**src/rtl/dams_pkg.sv**
```systemverilog
package dams_pkg;
  typedef enum logic {
    MODE_SINGLE = 1'b0,
    MODE_DUAL   = 1'b1
  } ant_mode_e;
endpackage

```
**src/rtl/dams_pair_max.sv**
```systemverilog
module dams_pair_max #(
  parameter int DATA_W = 3
) (
  input  logic [DATA_W-1:0] smp_odd,
  input  logic [DATA_W-1:0] smp_even,
  output logic [DATA_W-1:0] big
);
  // Ties resolve to the even (left antenna) sample.
  always_comb begin
    if (smp_odd > smp_even) big = smp_odd;
    else                    big = smp_even;
  end

  // selected value dominates both candidates and is one of them
  always_comb begin
    a_r3_max_bound: assert ((big >= smp_odd) && (big >= smp_even) &&
                            ((big == smp_odd) || (big == smp_even)));
  end
endmodule

```
**src/rtl/dams_out_stage.sv**
```systemverilog
module dams_out_stage #(
  parameter int DATA_W = 3
) (
  input  logic              clk,
  input  logic              rst_n,
  input  logic              load,
  input  logic              drain,
  input  logic [DATA_W-1:0] d_odd,
  input  logic [DATA_W-1:0] d_even,
  output logic              q_valid,
  output logic [DATA_W-1:0] q_odd,
  output logic [DATA_W-1:0] q_even
);
  always_ff @(posedge clk or negedge rst_n) begin
    if (!rst_n) begin
      q_valid <= 1'b0;
      q_odd   <= '0;
      q_even  <= '0;
    end else if (load) begin
      q_valid <= 1'b1;
      q_odd   <= d_odd;
      q_even  <= d_even;
    end else if (drain) begin
      q_valid <= 1'b0;
    end
  end

  // a load always produces a valid beat
  a_r4_load_valid: assert property (@(posedge clk) disable iff (!rst_n)
    load |=> q_valid);

  // a drain without a load empties the stage
  a_r8_drain_empty: assert property (@(posedge clk) disable iff (!rst_n)
    (drain && !load) |=> !q_valid);

  // nothing moves without a load
  a_r5_hold_data: assert property (@(posedge clk) disable iff (!rst_n)
    !load |=> ($stable(q_odd) && $stable(q_even)));
endmodule

```
**src/rtl/dual_ant_mag_sel.sv**
```systemverilog
module dual_ant_mag_sel
  import dams_pkg::*;
#(
  parameter int DATA_W = 3
) (
  input  logic              clk,
  input  logic              rst_n,
  input  logic              dual_mode,
  input  logic              in_valid,
  output logic              in_ready,
  input  logic [DATA_W-1:0] in_odd,
  input  logic [DATA_W-1:0] in_even,
  output logic              out_valid,
  input  logic              out_ready,
  output logic [DATA_W-1:0] out_odd,
  output logic [DATA_W-1:0] out_even
);
  localparam int LANES = 2;

  ant_mode_e         mode_now;
  logic              accept;
  logic              drain;
  logic [DATA_W-1:0] pair_big;
  logic [DATA_W-1:0] lane_in  [LANES];
  logic [DATA_W-1:0] lane_sel [LANES];

  assign mode_now = ant_mode_e'(dual_mode);
  assign in_ready = !out_valid || out_ready;
  assign accept   = in_valid && in_ready;
  assign drain    = out_valid && out_ready;

  assign lane_in[0] = in_even;
  assign lane_in[1] = in_odd;

  dams_pair_max #(.DATA_W(DATA_W)) u_max (
    .smp_odd  (in_odd),
    .smp_even (in_even),
    .big      (pair_big)
  );

  for (genvar g = 0; g < LANES; g++) begin : g_lane
    always_comb begin
      unique case (mode_now)
        MODE_DUAL:   lane_sel[g] = pair_big;
        default:     lane_sel[g] = lane_in[g];
      endcase
    end
  end

  dams_out_stage #(.DATA_W(DATA_W)) u_out (
    .clk     (clk),
    .rst_n   (rst_n),
    .load    (accept),
    .drain   (drain),
    .d_odd   (lane_sel[1]),
    .d_even  (lane_sel[0]),
    .q_valid (out_valid),
    .q_odd   (out_odd),
    .q_even  (out_even)
  );

  // a stalled beat keeps valid high
  a_r5_stall_valid: assert property (@(posedge clk) disable iff (!rst_n)
    (out_valid && !out_ready) |=> out_valid);

  // a dual-mode beat carries the same value on both lanes
  a_r3_dual_equal: assert property (@(posedge clk) disable iff (!rst_n)
    (accept && dual_mode) |=> (out_odd == out_even));

  // a single-mode beat is passed as taken
  a_r2_pass: assert property (@(posedge clk) disable iff (!rst_n)
    (accept && !dual_mode) |=>
      ((out_odd == $past(in_odd)) && (out_even == $past(in_even))));

  // no input is taken while a stalled beat is held
  a_r7_no_take_on_stall: assert property (@(posedge clk) disable iff (!rst_n)
    (out_valid && !out_ready) |-> !in_ready);
endmodule

```
**config.mk**
```make
export PLATFORM = sky130hd
export DESIGN_NAME = dual_ant_mag_sel
export DESIGN_NICKNAME = d
export VERILOG_FILES = /design/src/rtl/dams_pkg.sv /design/src/rtl/dams_pair_max.sv /design/src/rtl/dams_out_stage.sv /design/src/rtl/dual_ant_mag_sel.sv
export SDC_FILE = /design/constraint.sdc
export NUM_CORES = 1
export LEC_CHECK = 0
export BUFFER_PORTS_ARGS = -buffer_cell sky130_fd_sc_hd__buf_4
export CORE_AREA = 2 2 39 41
export CTS_CLUSTER_DIAMETER = 80
export DETAILED_ROUTE_END_ITERATION = 6
export DIE_AREA = 0 0 41 43
export HOLD_SLACK_MARGIN = 0.05
export MAX_ROUTING_LAYER = met4
export PLACE_DENSITY = 0.63
export SYNTH_ARGS = -nofsm -noshare
export SYNTH_HDL_FRONTEND = slang
export SYNTH_SLANG_ARGS = --single-unit
```
**constraint.sdc**
```tcl
create_clock -name clk -period 1.34 [get_ports clk]
set_input_delay 0.134 -clock clk [delete_from_list [all_inputs] [get_ports clk]]
set_output_delay 0.134 -clock clk [all_outputs]
set_load 0.02 [all_outputs]
```
==> impl_results.md, run 1 <==
- Status: finished clean
- TritonRoute pass-1 iters: 4
- Area grow syn2layout: 57.11%
- Post-synthesis cell count: 52
- Arr. time, crit path: 1.48 ns
- Fin. max-slew vios: 0
- Fmax: around 0.78 GHz
- Critical Path RT: 1.54 ns
- DRT iter0 DRCs: 8
- Share of cells above drive strength 1: about 48%
- Syn. warnings: 0
- N_diodes: 0
- Antenna-violating nets left: 0
- Post-Route WL: ~1.5 mm
- Worst slew margin: approximately 73%
- Final nets: 96
- Total grt overflow: 0
- Total track usage: roughly a fifth
- Vias in the first global route: just over 500
- Starting Density: between 30% and 40%
- Max Cap Viol: 0
- Wire length of the first global-routing pass: about 2.2 mm
- Crit share post-route: approximately 95%
- Register area share after synthesis: 36.18%
- Die area: about 0.0018 mm²
- Commonest cells post-synth: dfrtp_1, nand3_1, nand2_1
- GP Congestion: ~0.89
- Top FF cell, synth: dfrtp_1
- Synth top area share: between 30% and 40%
- Clock sink count: 7
- Hold Vio Cnt, Final: 0
- Final TNS setup: 0 ns
- Die span in x: approximately 41 µm
- Post-synth EDFFs: 0
- Pre-CTS WS: -0.2464 ns
- Cell Rows: 14
- Placed instance area: a little over 700 µm²
- CP Capture Type: flip-flop
- Routed len/inst: 15.07 µm
- Setup CP Type: primary input to flip-flop
- Largest net degree at the start of global routing: 10
- Worst Hold Class: primary input to flip-flop
- # setup viols final: 0
- Ys async rst share: 100.0%
- PortBufs: 18
- Clock Pin Slew Worst Setup and Hold Paths: 0.06 ns
- CTS buffer count: 3
- Fin crit period: approximately 1.3 ns
- Finished Core Util: between 50% and 60%
- Clk_lat worst skew: ~0.26 ns
- DRC: 0
- Design Power: roughly 0.00078 W
- Via count: between 500 and 600
- RSZ-0062 raised after global routing: no
- CP max FO: 4
- Post-Syn Area: about 480 µm²
- Syn_nets: between 60 and 70
- Final WS setup: slightly above 0.06 ns
- Startpoint types: primary input
- Setup Skew: roughly 0.0016 ns
- CTS tree: built
- Clock root cell: clkbuf_4
- Tightest Pin Transition: 0.4092 ns
- Yosys reg bits: 7
- Peak supply drop: about 0.77 mV
- I/O pins: 19
- Number of distinct library cells after synthesis: 25
- PD cells: 1032 mW/mm²
- DP HPWL: between 1 and 1.5 mm
- Post-Syn Area per Cell: around 9.3 µm²
- Leak: about 0.37 nW
- Most frequent cell after synthesis: dfrtp_1
- Initial antenna violation count: 0
- Max Root-Sink Buffers: 2
- Die Ht: 43 µm
- Cell taking the most area after synthesis: dfrtp_1
- DR vias/cell: around 5.5
- Core footprint: approximately 0.0014 mm²
- Fin area: ~760 µm²
- Ranking of synthesized cells by area: dfrtp_1, ha_1, nand3_1
- H-tree depth: 1
[state kept, by name (all words and copies together), names as in the netlist]
register and flops:
u_out.q_odd 3, u_out.q_valid 1, u_out.q_even 3
[report_power, final]
part           switching, W  internal (W)
Sequential        0.0000175      0.000246
Combinational      0.000162      0.000150
Clock             0.0000947      0.000115
Total              0.000274      0.000511
[metrics by stage]
step	cells	hold WS [ns]
2_1_floorplan	52	-0.1616
3_3_place_gp	92	-0.04424
3_5_place_dp	92	-0.04292
4_1_cts	97	0.09630
5_1_grt	97	0.1065
6_report	97	0.1041
[placed cells by master, fill, tap and decap left out]
cell / count
clkbuf_1: 1
ha_1: 2
a211oi_1: 2
inv_1: 3
nor2b_2: 1
o31ai_2: 1
nand4_1: 1
dfrtp_1: 7
nand2_1: 4
a211o_1: 2
nand2_2: 1
and2_1: 1
a2111o_1: 1
nand2b_1: 2
nor4b_4: 1
nor2_2: 1
nor3_1: 3
nand3_1: 6
o2111ai_1: 3
o31a_2: 1
clkbuf_4: 3
dlygate4sd3_1: 1
a31oi_1: 1
a211o_2: 2
a31o_1: 1
buf_4: 27
o211ai_1: 1
ha_4: 1
[timing repair]
item | 4_1_cts | 5_1_grt
setup endpoints to repair | 0 | 6
setup buffers | 0 | 0
hold endpoints to repair | 7 | 0
hold buffers | 1 | 0
resized for setup | 0 | 3
[path summary, 6_finish.rpt]
| path | slack [ns] | to | cells past startpoint | startpoint |
|---|---|---|---|---|
| worst max register to register | 0.17 | u_out.q_odd[1] | 5 | u_out.q_valid |
| worst min-delay path | 0.10 | u_out.q_valid | 2 | in_valid |
| max in group asynchronous | 0.99 | u_out.q_even[1] | 2 | rst_n |
| worst max-delay path | 0.06 | u_out.q_even[1] | 7 | in_even[1] |
| min in group asynchronous | 0.22 | u_out.q_even[2] | 2 | rst_n |
| worst min register to register | 0.49 | u_out.q_even[0] | 2 | u_out.q_even[0] |
[layer usage]
| layer | wire (µm) | part of all wire (%) | global-route usage [%] |
|---|---|---|---|
| met5 | 0 | 0 | - |
| met1 | 562 | 38 | 23.78 |
| met2 | 745 | 51 | 30.31 |
| met4 | 50 | 3.4 | 16.00 |
| met3 | 103 | 7.0 | 3.141 |
[kinds of logic after synthesis]
kind of cell	after synthesis	synth area share (%)
flip-flops	7	36.18
AND/OR/NAND/NOR	21	22.74
AO/OA/AOI/OAI	15	26.88
adder cells (fa/ha/maj)	3	7.753
buffers and inverters	6	6.458
[area by class of cell]
type,count,area (µm²)
clock buffers,4,26.28
well taps,16,20.02
repair buffers,28,212.7
flip-flops and latches,7,175.2
multi-input cells,39,315.3
inverters,3,11.26
fillers,140,623.1
[worst max-delay path, stage by stage]
cell	delay [ns]
buf_4	0.11
inv_1	0.08
ha_1	0.25
nor2b_2	0.20
o31a_2	0.33
a211oi_1	0.24
a211o_1	0.13
No activity file was read; power rests on OpenSTA's default activity.
==> inputs of run 2 (changes only) <==
--- a/config.mk
+++ b/config.mk
@@ -11,7 +11,6 @@
 export DETAILED_ROUTE_END_ITERATION = 6
 export DIE_AREA = 0 0 41 43
 export HOLD_SLACK_MARGIN = 0.05
-export MAX_ROUTING_LAYER = met4
 export PLACE_DENSITY = 0.63
 export SYNTH_ARGS = -nofsm -noshare
 export SYNTH_HDL_FRONTEND = slang
==> constraint.sdc (replaced) <==
create_clock -name clk -period 1.25 [get_ports clk]
set_input_delay 0.125 -clock clk [delete_from_list [all_inputs] [get_ports clk]]
set_output_delay 0.125 -clock clk [all_outputs]
set_load 0.02 [all_outputs]
==> run 2 against run 1 <==
  * Clock-buffer cell count unchanged
  * Combinational power increased by 13%
  * Die area unchanged
  * Sequential cell count is the same
  * Critical endpoint unchanged
  * Global-route usage is 3.2 points lower
  * Routed wire length decreased by 17%
  * Critical path depth is the same
  * Setup slack got worse by 0.019 ns
  * Sequential share of layout area decreased by 1.1 points
  * Final cell count did not move
  * Critical path type unchanged
  * Clock power decreased by 9%
  * Register-to-register slack got worse by 0.05 ns
==> impl_results.md, run 2 (same netlist as run 1, synthesis figures left out) <==
- Status: finished clean
- RSZ-0062 raised after global routing: no
- Fmax: between 0.8 and 0.9 GHz
- Startpoint types: primary input
- Part of the power in the clock network: 23.1%
- Placed instance area: approximately 750 µm²
- Total grt overflow: 0
- Leak: around 0.38 nW
- Most frequent cells in the layout: buf_4, nand3_1, dfrtp_1, nand2_1
- Final nets: 96
- Post-Route WL: around 1.2 mm
- Cell family with the largest share of critical-path delay: compound AO/OA/AOI/OAI gates
- DRT iter0 DRCs: 2
- DRC: 0
- Pre-CTS WS: -0.1805 ns
- # Post-CTS Setup Buffers: 0
- Routed len/inst: approximately 13 µm
- Antenna-violating nets left: 0
- Worst Path Buf+Inv: 2
- Arr. time, crit path: about 1.3 ns
- Initial antenna violation count: 0
- Worst slew margin: between 70% and 80%
- Sw Pwr: ~0.00027 W
- Core footprint: ~0.0014 mm²
- Setup CP Type: primary input to flip-flop
- CP peak stage delay: ~0.28 ns
- Worst Hold Class: primary input to flip-flop
- Setup Skew: around 0.0017 ns
- DR vias/cell: 5.041
- Switching part of the total: 32.83%
- Commonest non-fill, non-tap cell in the layout: buf_4
- Clock Pin Slew Worst Setup and Hold Paths: roughly 0.040 ns
- Share of cells above drive strength 1: 55.56%
- Peak supply drop: just under 0.7 mV
- Clock sink count: 7
- Die Ht: approximately 43 µm
- Fin area: 805.8 µm²
- FF/Latch Area: roughly 180 µm²
- H-tree depth: 1
- Hold Vio Cnt, Final: 0
- Clock root cell: clkbuf_4
- Filler instances: 122
- CTS tree: built
- I/O pins: 19
- Tightest Pin Transition: 0.3486 ns
- Crit share post-route: between 90% and 100%
- Die area: around 0.0018 mm²
- Wire length of the first global-routing pass: roughly 2.0 mm
- Design Power: approximately 0.00083 W
- Largest net degree at the start of global routing: 10
- CTS buffer count: 3
- Die span in x: about 41 µm
- Clk_lat worst skew: 0.24 ns
- TritonRoute pass-1 iters: 2
- Top Registers: u_out.q_even (3), u_out.q_odd (3), u_out.q_valid (1)
- Fin crit period: roughly 1.2 ns
- PortBufs: 18
- Area grow syn2layout: 66.41%
- DP HPWL: about 970 µm
- Total track usage: 17.41%
- CP max stage cell: ha_4
- Starting Density: between 30% and 40%
- GP Congestion: about 0.76
- PD cells: slightly above 1000 mW/mm²
- Critical path, cell by cell: buf_4, inv_1, ha_4, nor2b_4, o31a_2, a211oi_2, a211o_1
- N_diodes: 0
- Fin. max-slew vios: 0
- Max Cap Viol: 0
- Vias in the first global route: 479
- Final WS setup: about 0.043 ns
- CP max FO: 4
- # setup viols final: 0
- Hold Slack: ~0.14 ns
- CP Capture Type: flip-flop
- Logic pwr share: approximately 43%
- Max Root-Sink Buffers: 2
- Via count: between 400 and 500
- Cell Rows: 14
- Critical Path RT: 1.37 ns
- Reg power frac: around a third
- Area of the multi-input gates: around 360 µm²
- Internal power: around 0.00056 W
- Final TNS setup: 0 ns
run 2: per-layer routing:
layer	share of wire [%]	track usage [%]	wire length [µm]
met3	0.91	3.141	11
met5	0	0	0
met2	51	23.13	614
met1	48	25.59	588
met4	0	10.00	0
run 2: metrics by stage:
| stage | cells | utilization, % |
|---|---|---|
| after global placement | 92 | 54.16 |
| final | 97 | 58.23 |
| after CTS | 97 | 56.78 |
| after detailed placement | 92 | 54.16 |
| after global routing | 97 | 58.23 |
| after floorplan | 52 | - |
run 2: path summary, 6_finish.rpt:
check                           slack [ns]               to  cells past startpoint             from
worst max-delay path                  0.04  u_out.q_even[1]                      7       in_even[1]
worst min-delay path                  0.14    u_out.q_valid                      2         in_valid
worst max register to register        0.12   u_out.q_odd[0]                      4    u_out.q_valid
worst min register to register        0.49  u_out.q_even[2]                      1  u_out.q_even[2]
max in group asynchronous             0.90    u_out.q_valid                      2            rst_n
min in group asynchronous             0.22  u_out.q_even[0]                      2            rst_n
run 2: cell type report:
type,count,share of cell area (%)
tap,16,2.484
multi-input combinational,39,44.57
clock buffer,4,3.261
sequential,7,21.89
inverter,3,1.398
timing repair buffer,28,26.40
run 2: repair_timing:
item / in CTS / in global routing
endpoints found under the setup margin: 0 / 3
gates resized for setup: 0 / 3
hold buffers: 1 / 0
endpoints found under the hold margin: 7 / 0
run 2: power groups by stage:
stage | clock [W] | sequential, W | combinational [W]
final | 0.000191 | 0.000284 | 0.000353
after global routing | 0.000210 | 0.000289 | 0.000385
after CTS | 0.000205 | 0.000284 | 0.000345
after detailed placement | 0 | 0.000287 | 0.000341
after global placement | 0 | 0.000287 | 0.000338
after floorplan | 0 | 0.000334 | 0.000153
==> inputs of run 3 (changes only) <==
--- a/config.mk
+++ b/config.mk
@@ -14,4 +14,5 @@
 export PLACE_DENSITY = 0.63
 export SYNTH_ARGS = -nofsm -noshare
 export SYNTH_HDL_FRONTEND = slang
+export SYNTH_HIERARCHICAL = 1
 export SYNTH_SLANG_ARGS = --single-unit
==> run 3 against run 2 <==
  * The flow now finishes with violations (negative setup slack)
  * Routed wire length decreased by 22%
  * Clock-buffer cell count unchanged
  * Combinational power increased by 40%
  * Global-route usage decreased by 5.7 points
  * Die area unchanged
  * Register-to-register slack got worse by 0.17 ns
  * Synthesized cell count decreased by 7.7%
==> impl_results.md, run 3 <==
- Register area share after synthesis: 35.44%
- Design Power: approximately 0.0010 W
- Synth top area share: 35.44%
- Worst Hold Class: primary input to async pin
- Die span in x: ~41 µm
- H-tree depth: 1
- Yosys reg bits: 7
- Crit Reg-Reg Endpoint: u_out/q_odd[2]
- Status: complete, but fails checks
- Pre-CTS WS: -0.5564 ns
- Post-Route WL: about 940 µm
- Startpoint types: primary input
- Setup Skew: around 0.0015 ns
- Worst setup endpoint: u_out/q_odd[0]
- Leak: approximately 0.46 nW
- Total grt overflow: 0
- CP startpoint: in_odd[2]
- Top FF cell, synth: dfrtp_1
- Die Ht: 43 µm
- Via count: ~430
- Clock sink count: 7
- Wire length of the first global-routing pass: around 1.4 mm
- Post-Syn Area: roughly 500 µm²
- R2R setup slack: -0.05 ns
- R2r startpoint: u_out/q_valid
- Core footprint: around 0.0014 mm²
- Largest net degree at the start of global routing: 10
- DP HPWL: approximately 760 µm
- DRC: 0
- Peak supply drop: ~0.38 mV
- Post-route insts no fill: between 90 and 100
- Post-Syn Area per Cell: 10.30 µm²
- Crit share post-route: 120.1%
- Die area: ~0.0018 mm²
- Number of distinct library cells after synthesis: 15
- Inst Count DP: 88
- Ys async rst share: 100.0%
- Commonest cells post-synth: inv_1, dfrtp_1, mux2_4, o21ai_0
- Final TNS setup: -1.487 ns
- Arr. time, crit path: between 1.5 and 2 ns
- RSZ-0062 raised after global routing: yes
- Max Cap Viol: 0
- Commonest non-fill, non-tap cell in the layout: buf_4
- Fin. max-slew vios: 0
- Area grow syn2layout: 82.78%
- Starting Density: a little over a third
- Routed len/inst: about 10 µm
- Syn. warnings: 6
- PortBufs: 18
- Clock Pin Slew Worst Setup and Hold Paths: around 0.050 ns
- Critical Path RT: about 1.4 ns
- I/O pins: 19
- CP Capture Type: flip-flop
- Final WS setup: -0.2516 ns
- Setup CP Type: primary input to flip-flop
- PD cells: 1112 mW/mm²
- Cell taking the most area after synthesis: dfrtp_1
- Fin crit period: approximately 1.5 ns
- Total track usage: between 10% and 20%
- Reg2Reg Depth: 3
- Most frequent cell after synthesis: inv_1
- Clock root cell: clkbuf_4
- GP Congestion: slightly below 0.6
- Top Registers: u_out/q_even (3), u_out/q_odd (3), u_out/q_valid (1)
- Syn_nets: slightly above 60
- # setup viols final: 6
- CP max FO: 3
- DR vias/cell: about 4.6
- Clk_lat worst skew: about 0.24 ns
- Tightest Pin Transition: ~0.40 ns
- Initial antenna violation count: 0
- Failing checks: negative setup slack
- CTS tree: built
- Fin area: approximately 900 µm²
- Worst slew margin: about 74%
- Post-synthesis cell count: 48
- Vias in the first global route: 388
- TritonRoute pass-1 iters: 2
- CTS buffer count: 3
- Post-synth EDFFs: 0
- Most frequent cells in the layout: buf_4, mux2_4, inv_1, dfrtp_1, o21ai_2
- Antenna-violating nets left: 0
- Share of cells above drive strength 1: 75.64%
- Fmax: 0.6659 GHz
- Cell Rows: 14
- Placed instance area: approximately 770 µm²
- DRT iter0 DRCs: 2
- Final nets: 93
- Ranking of synthesized cells by area: dfrtp_1, mux2_4, ha_1
- Hold Vio Cnt, Final: 0
- Max Root-Sink Buffers: 2
- N_diodes: 0
run 3: changes by cell type after synthesis, moves of 2 or more:
cell       change
a211o_1        -2
a211o_2        -2
a211oi_1       -2
inv_1          +7
mux2_2         +3
mux2_4         +6
nand2_1        -2
nand3_1        -6
nor2_1         +2
nor3_1         -3
o2111ai_1      -3
o21ai_0        +6
run 3: cell type report:
cell class	instances	area, µm²
inverters	10	55.05
fillers	115	480.5
multi-input cells	30	391.6
repair buffers	27	235.2
clock buffers	4	26.28
flip-flops and latches	7	175.2
well taps	16	20.02
run 3: worst min path at each step:
| stage | cells after the start | start | to |
|---|---|---|---|
| after floorplan | 0 | rst_n | u_out/q_even[0] |
| final | 2 | rst_n | u_out/q_valid |
| after global placement | 1 | rst_n | u_out/q_odd[1] |
| after CTS | 2 | rst_n | u_out/q_even[1] |
| after detailed placement | 1 | rst_n | u_out/q_even[1] |
| after global routing | 2 | rst_n | u_out/q_valid |
run 3: metal layers:
| metal | vias to the layer above | share of wire [%] | GRT usage [%] |
|---|---|---|---|
| met2 | 15 | 58 | 20.63 |
| met5 | - | 0 | 0 |
| met4 | 0 | 0 | 10.00 |
| li1 | 217 | - | - |
| met1 | 197 | 37 | 11.40 |
| met3 | 0 | 5.4 | 0 |
run 3: logic make-up after synthesis:
kind of cell	after synthesis	synth area share, %
flip-flops	7	35.44
multiplexers	9	25.06
AND/OR/NAND/NOR	10	11.65
adder cells (fa/ha/maj)	3	7.596
AO/OA/AOI/OAI	8	10.38
buffers and inverters	11	9.874
run 3: power by group:
| part | internal, W | switching (W) | leakage, nW |
|---|---|---|---|
| clock | 0.000121 | 0.0000737 | 0.0150 |
| combinational | 0.000281 | 0.000214 | 0.360 |
| sequential | 0.000281 | 0.0000340 | 0.0829 |
run 3: repair_timing:
item                       4_1_cts  5_1_grt
setup buffers                    1        0
hold buffers                     1        0
setup endpoints to repair        6        6
resized for setup                8       14
hold endpoints to repair         7        0
pin swaps                        4        4
run 3: stage by stage:
step                hold slack, ns  utilization, %
floorplan                  -0.1706               -
global placement          -0.06138           55.79
detailed placement        -0.05755           55.79
CTS                         0.2281           60.94
global route                0.2456           65.28
finish                      0.2295           65.28
run 3: worst max-delay path: stages:
cell and delay (ns):
buf_8 0.10, ha_4 0.26, buf_6 0.09, nor2_4 0.03, a211oi_4 0.30, mux2_4 0.35, nand2_4 0.07, o21ai_2 0.05
mux2_4 0.25
